`src/rtl/tagchk_pkg.sv`:
```
package tagchk_pkg;

    typedef enum logic [2:0] {
        OPC_MOVE   = 3'd0,
        OPC_ADD    = 3'd1,
        OPC_AND    = 3'd2,
        OPC_OR     = 3'd3,
        OPC_XOR    = 3'd4,
        OPC_LOAD   = 3'd5,
        OPC_STORE  = 3'd6,
        OPC_SETCAP = 3'd7
    } opc_e;

    typedef enum logic [1:0] {
        FLT_NONE    = 2'b00,
        FLT_OPERAND = 2'b01,
        FLT_ADDRESS = 2'b10,
        FLT_TAGSET  = 2'b11
    } flt_e;

    typedef enum logic [1:0] {
        ST_IDLE,
        ST_WRITE,
        ST_MEMREQ,
        ST_FAULT
    } st_e;

    typedef struct packed {
        logic is_move;
        logic is_arith;
        logic is_addr;
        logic is_store;
        logic is_setcap;
    } dec_t;

endpackage

```
`src/rtl/tagchk_decode.sv`:
```
module tagchk_decode
    import tagchk_pkg::*;
(
    input  logic [2:0] op_class,
    output dec_t       dec
);
    opc_e opc;

    always_comb begin
        opc = opc_e'(op_class);
        dec = '0;
        unique case (opc)
            OPC_MOVE:                          dec.is_move   = 1'b1;
            OPC_ADD, OPC_AND, OPC_OR, OPC_XOR: dec.is_arith  = 1'b1;
            OPC_LOAD:                          dec.is_addr   = 1'b1;
            OPC_STORE: begin
                dec.is_addr  = 1'b1;
                dec.is_store = 1'b1;
            end
            OPC_SETCAP:                        dec.is_setcap = 1'b1;
            default:                           dec = '0;
        endcase
    end
endmodule

```
`src/rtl/tagchk_rules.sv`:
```
module tagchk_rules
    import tagchk_pkg::*;
(
    input  dec_t dec,
    input  logic tag_a,
    input  logic tag_b,
    input  logic addr_tag,
    input  logic priv,
    output flt_e fault,
    output logic dst_tag
);
    // Fault selection: the addressing check outranks everything else.
    always_comb begin
        fault = FLT_NONE;
        if (dec.is_addr && !addr_tag)
            fault = FLT_ADDRESS;
        else if (dec.is_arith && (tag_a || tag_b))
            fault = FLT_OPERAND;
        else if (dec.is_setcap && !priv)
            fault = FLT_TAGSET;
    end

    // Tag propagation: copies keep the source tag, SETCAP forces a capability,
    // and every other class yields data.
    always_comb begin
        if (dec.is_setcap)
            dst_tag = 1'b1;
        else if (dec.is_move || dec.is_store)
            dst_tag = tag_a;
        else
            dst_tag = 1'b0;
    end
endmodule

```
`src/rtl/tagchk_alu.sv`:
```
module tagchk_alu
    import tagchk_pkg::*;
#(
    parameter int W = 32
) (
    input  logic [2:0]   op_class,
    input  logic [W-1:0] a,
    input  logic [W-1:0] b,
    output logic [W-1:0] y
);
    opc_e         opc;
    logic [W-1:0] bitwise;

    assign opc = opc_e'(op_class);

    for (genvar i = 0; i < W; i++) begin : g_bit
        always_comb begin
            unique case (opc)
                OPC_AND: bitwise[i] = a[i] & b[i];
                OPC_OR:  bitwise[i] = a[i] | b[i];
                OPC_XOR: bitwise[i] = a[i] ^ b[i];
                default: bitwise[i] = a[i];
            endcase
        end
    end

    assign y = (opc == OPC_ADD) ? (a + b) : bitwise;
endmodule

```
`src/rtl/tagchk_unit.sv`:
```
module tagchk_unit
    import tagchk_pkg::*;
#(
    parameter int W = 32
) (
    input  logic         clk,
    input  logic         rst_n,
    input  logic         op_valid,
    input  logic [2:0]   op_class,
    input  logic [W-1:0] src_a,
    input  logic         tag_a,
    input  logic [W-1:0] src_b,
    input  logic         tag_b,
    input  logic         addr_tag,
    input  logic         priv,
    output logic         res_valid,
    output logic [W-1:0] res_value,
    output logic         res_tag,
    output logic         mem_req,
    output logic         mem_we,
    output logic [W-1:0] mem_offset,
    output logic [W-1:0] mem_wdata,
    output logic         mem_wtag,
    output logic [1:0]   fault_code
);
    dec_t         dec;
    flt_e         fault;
    logic         dst_tag;
    logic [W-1:0] alu_y;

    st_e          state_q, state_d;
    logic [W-1:0] val_q;
    logic [W-1:0] off_q;
    logic         tag_q;
    logic         we_q;
    flt_e         flt_q;

    tagchk_decode u_decode (
        .op_class (op_class),
        .dec      (dec)
    );

    tagchk_rules u_rules (
        .dec      (dec),
        .tag_a    (tag_a),
        .tag_b    (tag_b),
        .addr_tag (addr_tag),
        .priv     (priv),
        .fault    (fault),
        .dst_tag  (dst_tag)
    );

    tagchk_alu #(.W(W)) u_alu (
        .op_class (op_class),
        .a        (src_a),
        .b        (src_b),
        .y        (alu_y)
    );

    // Next outcome, chosen afresh for each presented operation.
    always_comb begin
        if (!op_valid)
            state_d = ST_IDLE;
        else if (fault != FLT_NONE)
            state_d = ST_FAULT;
        else if (dec.is_addr)
            state_d = ST_MEMREQ;
        else
            state_d = ST_WRITE;
    end

    // State register.
    always_ff @(posedge clk or negedge rst_n) begin
        if (!rst_n)
            state_q <= ST_IDLE;
        else
            state_q <= state_d;
    end

    // Output payload register.
    always_ff @(posedge clk or negedge rst_n) begin
        if (!rst_n) begin
            val_q <= '0;
            off_q <= '0;
            tag_q <= 1'b0;
            we_q  <= 1'b0;
            flt_q <= FLT_NONE;
        end else begin
            val_q <= alu_y;
            off_q <= src_b;
            tag_q <= dst_tag;
            we_q  <= dec.is_store;
            flt_q <= op_valid ? fault : FLT_NONE;
        end
    end

    // Outputs gated by the outcome state.
    always_comb begin
        res_valid  = 1'b0;
        res_value  = '0;
        res_tag    = 1'b0;
        mem_req    = 1'b0;
        mem_we     = 1'b0;
        mem_offset = '0;
        mem_wdata  = '0;
        mem_wtag   = 1'b0;
        fault_code = FLT_NONE;
        unique case (state_q)
            ST_IDLE: ;
            ST_WRITE: begin
                res_valid = 1'b1;
                res_value = val_q;
                res_tag   = tag_q;
            end
            ST_MEMREQ: begin
                mem_req    = 1'b1;
                mem_offset = off_q;
                if (we_q) begin
                    mem_we    = 1'b1;
                    mem_wdata = val_q;
                    mem_wtag  = tag_q;
                end
            end
            ST_FAULT:  fault_code = flt_q;
            default: ;
        endcase
    end
endmodule

```
`config.mk`:
```
export PLATFORM = sky130hd
export DESIGN_NAME = tagchk_unit
export DESIGN_NICKNAME = d
export VERILOG_FILES = /design/src/rtl/tagchk_pkg.sv /design/src/rtl/tagchk_decode.sv /design/src/rtl/tagchk_rules.sv /design/src/rtl/tagchk_alu.sv /design/src/rtl/tagchk_unit.sv
export SDC_FILE = /design/constraint.sdc
export NUM_CORES = 1
export LEC_CHECK = 0
export BUFFER_PORTS_ARGS = -buffer_cell sky130_fd_sc_hd__buf_2
export CORE_UTILIZATION = 54
export CTS_BUF_LIST = sky130_fd_sc_hd__clkbuf_16
export DETAILED_ROUTE_END_ITERATION = 8
export PLACE_DENSITY = 0.82
export REMOVE_ABC_BUFFERS = 1
export SLEW_MARGIN = 0
export SYNTH_ARGS = -nofsm -noshare
export SYNTH_HDL_FRONTEND = slang
export SYNTH_SLANG_ARGS = --single-unit
```
`constraint.sdc`:
```
create_clock -name clk -period 1.4 [get_ports clk]
set_input_delay 0.07 -clock clk [delete_from_list [all_inputs] [get_ports clk]]
set_output_delay 0.07 -clock clk [all_outputs]
set_load 0.01 [all_outputs]
```
==> metrics.txt, run 1 <==
status=stopped before the end; Failed at=global routing (5_1_grt); Error=[ERROR DPL-0038] Utilization greater than 100%, impossible to legalize; Syn Area/Cell=8.00 sq um; ys flop type=dfrtp_1; port buffer count=176; dpl hpwl=14,600 um; Synth area leaders=dfrtp_1 (28%), ha_1 (13%), and2_1 (6.8%); die height=110 um; Synth top cells by count=nand2_1 (74), dfrtp_1 (70), inv_1 (70), and2_1 (68), ha_1 (64); initial core utilization=0.554; H-tree lvl count=3; most frequent cell after synthesis=nand2_1; #FFs+latches synth=70; register area share after synthesis=0.278; Max Buffers Root-to-Sink=2; worst_ep kind=sequential cell input; Rows=39; number of CTS-inserted buffers=9; Clk Tree Root Cell=clkbuf_16; number of I/O pins=177; Synth Cell Area=6300 sq um; Mapped Cells=787; clock sink total=70; Post-DP Area=8460 sq um; placed cells=1,210; area leader, netlist=dfrtp_1; RD Place Congestion=0.945; Yosys top cell area share=0.278; GR repair worst EP=val_q[30]$_DFF_PN0_/D; share of flip-flops with an asynchronous set or reset=1.00; Die X=110 um; Post-synth EDFFs=0; Unique masters post-synth=61; Yosys warning count=0; largest net degree at the start of global routing=71
## metrics by stage
step                      setup TNS, ns  worst slack [ns]
after floorplan                 -110.29             -1.45
after global placement           -19.92             -1.14
after detailed placement         -20.95             -1.23
after CTS                        -25.77            -0.553
## cell families after synthesis
kind of cell,after synthesis,synth area share
simple gates,258,0.213
compound gates,228,0.245
buf+inv,128,0.0793
flops,70,0.278
fa+ha+maj,65,0.130
xor+xnor,33,0.0459
mux,5,0.00815
## what timing repair did
item,in CTS
hold buffers,36
endpoints found under the hold margin,106
buffers inserted,25
pin swaps,93
gates resized for setup,144
setup endpoints to repair,124
gates cloned,7
==> run 2: changes to the inputs <==
Settings changed: CORE_UTILIZATION 54 to 40, CTS_BUF_LIST sky130_fd_sc_hd__clkbuf_16 to not set, PLACE_DENSITY 0.82 to not set, PLACE_DENSITY_LB_ADDON set to 0.15.
==> metrics.txt, run 2 <==
share of flip-flops with an asynchronous set or reset=1.00; Antenna Cells=0; initial core utilization=0.413; vias in the first global route=7,295; Setup crit end kind=flip-flop; WL per Instance=18.5 um; Pleak=5.50 nW; CP startpoint kind=input port; die height=127 um; largest registers=off_q (32), val_q (32); drt pass-1 iters=5; most frequent cell after synthesis=nand2_1; Post-synth EDFFs=0; RSZ-0062 raised after global routing=yes; number of I/O pins=177; GRT busiest layer=met2; Setup WS post-layout=-0.578 ns; GRT met3 Usage=0.0515; violated checks=negative setup slack; Vias=7,364; actual slew at the worst max-slew pin=0.586 ns; initial antenna violation count=0; Max Clk Rate=506 MHz; Combinational Power Share=0.420; Power Internal=0.00570 W; Rows=45; Clk Tree Root Cell=clkbuf_16; RD Place Congestion=0.875; Switch Pwr=0.00274 W; Max Buffers Root-to-Sink=2; Setup Crit Path Kind=input port to flip-flop; clock sink total=70; Overall Global Routing Usage=0.299; Routed WL=25,400 um; sequential cell area=1750 sq um; number of CTS-inserted buffers=9; port buffer count=176; Pwr Density=754 nW/um^2; pre-CTS WS=-1.13 ns; Mapped Cells=787; CTS tree=yes; Synth top cells by count=nand2_1 (74), dfrtp_1 (70), inv_1 (70), and2_1 (68), ha_1 (64); Syn Area/Cell=8.00 sq um; delay of the slowest cell on the worst path=0.40 ns; dpl hpwl=14,400 um; final period utilization=1.41; max cap viols=0; area leader, netlist=dfrtp_1; Yosys warning count=0; fin. max-slew vios=0; Die X=127 um; clock slew at reported path FFs=0.06 ns; Yosys top cell area share=0.278; met2 usage=0.530; initial drt markers=539; die footprint=16,200 sq um; largest net degree at the start of global routing=71; most common cell after layout, fill and taps aside=buf_4; grt total ovfl=0; Core Area=15,300 sq um; status=finished with violations; drt drc=0; synth-to-layout area growth=77.7%; fillers=1,084; critical path peak fanout=3; Reg power frac=0.274; Worst EP arrival=2.20 ns; crit-path cells=buf_8 -> ha_4 -> fa_2 -> a211oi_2 -> o21ai_2 -> o211ai_2 -> nand3_2 -> a2111o_1 -> a31oi_4 -> xor2_1 -> o22ai_1; Hold Crit Class=input port to flip-flop; met1 Usage GRT=0.361; Slew HR=0.606; Unique masters post-synth=61; # setup viols final=125; switching portion of total power=0.325; multi-input logic area=4730 sq um; WP data required=1.62 ns; Max IR drop VDD=0.000554 V; Antenna Nets Post-Route=0; final-stage net count=1,296; placed cells=1,279; Final min period=1.98 ns; cell count of the worst hold path=3; H-tree lvl count=3; Synth Cell Area=6300 sq um; power share of the clock group=0.306; #FFs+latches synth=70; fin cells=1,373; first-pass GRT wire length=37,400 um; commonest cells after routing, fill and taps aside=buf_4 (166), buf_6 (120), nand2_1 (73); register area share after synthesis=0.278; slowest CP cell=a2111o_1; ys flop type=dfrtp_1; Vias/cell=5.36; ratio of cells with drive above 1 in the final layout=0.490; count of final hold-check violations=0; Synth area leaders=dfrtp_1 (28%), ha_1 (13%), and2_1 (6.8%)
[run 2: power by group through the flow]
stage                     registers (W)  clock network, W  logic (W)
after CTS                       0.00228           0.00258    0.00325
after global routing            0.00232           0.00265    0.00381
after floorplan                 0.00228                 0    0.00131
final                           0.00231           0.00258    0.00355
after detailed placement        0.00231                 0    0.00253
after global placement          0.00231                 0    0.00251
[run 2: per-layer routing]
metal  wire length, um  part of all wire
met1             10300              0.41
met5                 0                 0
met3              1290             0.051
met2             12900              0.51
met4               793             0.031
[run 2: final cells by class]
type | count | area share
multi-input cells | 589 | 0.423
repair buffers | 417 | 0.345
flip-flops and latches | 70 | 0.157
well taps | 211 | 0.0236
inverters | 70 | 0.0235
clock buffers | 13 | 0.0224
clock inverters | 3 | 0.00604
[run 2: worst paths after layout]
check | from | endpoint | slack, ns
setup / recovery | src_a[0] | val_q[24] | -0.58
hold / removal | src_b[0] | off_q[0] | 0.03
max in group asynchronous | rst_n | off_q[28] | 0.78
min in group asynchronous | rst_n | val_q[15] | 0.28
[run 2: cells by family (layout without fill, tap and decap cells)]
kind of cell,count (synthesis),in the layout,synth area share
simple gates,258,258,0.213
compound gates,228,228,0.245
buf+inv,128,503,0.0793
flops,70,70,0.278
fa+ha+maj,65,65,0.130
xor+xnor,33,33,0.0459
mux,5,5,0.00815
[run 2: timing repair]
action,CTS,global route
buffers inserted,23,13
hold buffers,35,0
pin swaps,104,71
gates resized for setup,216,112
setup endpoints to repair,125,128
cloned,13,1
hold endpoints to repair,105,0
[run 2: critical path, delay by kind of cell]
kind            cells  cell delay (ns)
compound gates      6             1.21
fa+ha+maj           2             0.52
xor+xnor            1             0.19
simple gates        1             0.11
buf+inv             1             0.10
[run 2: per-stage QoR]
stage / hold slack, ns / utilization / cell area, sq um / power [W] / setup TNS (ns)
3_3_place_gp: 0.123 / 0.559 / 8520 / 0.00482 / -19.77
2_1_floorplan: -0.226 / - / 6060 / 0.00359 / -110.29
5_1_grt: 0.0238 / 0.733 / 11200 / 0.00879 / -39.65
6_report: 0.0263 / 0.733 / 11200 / 0.00844 / -32.62
3_5_place_dp: 0.123 / 0.559 / 8520 / 0.00484 / -19.90
4_1_cts: 0.00839 / 0.699 / 10700 / 0.00811 / -32.01
Note: power is estimated with default switching activity, not from simulation.
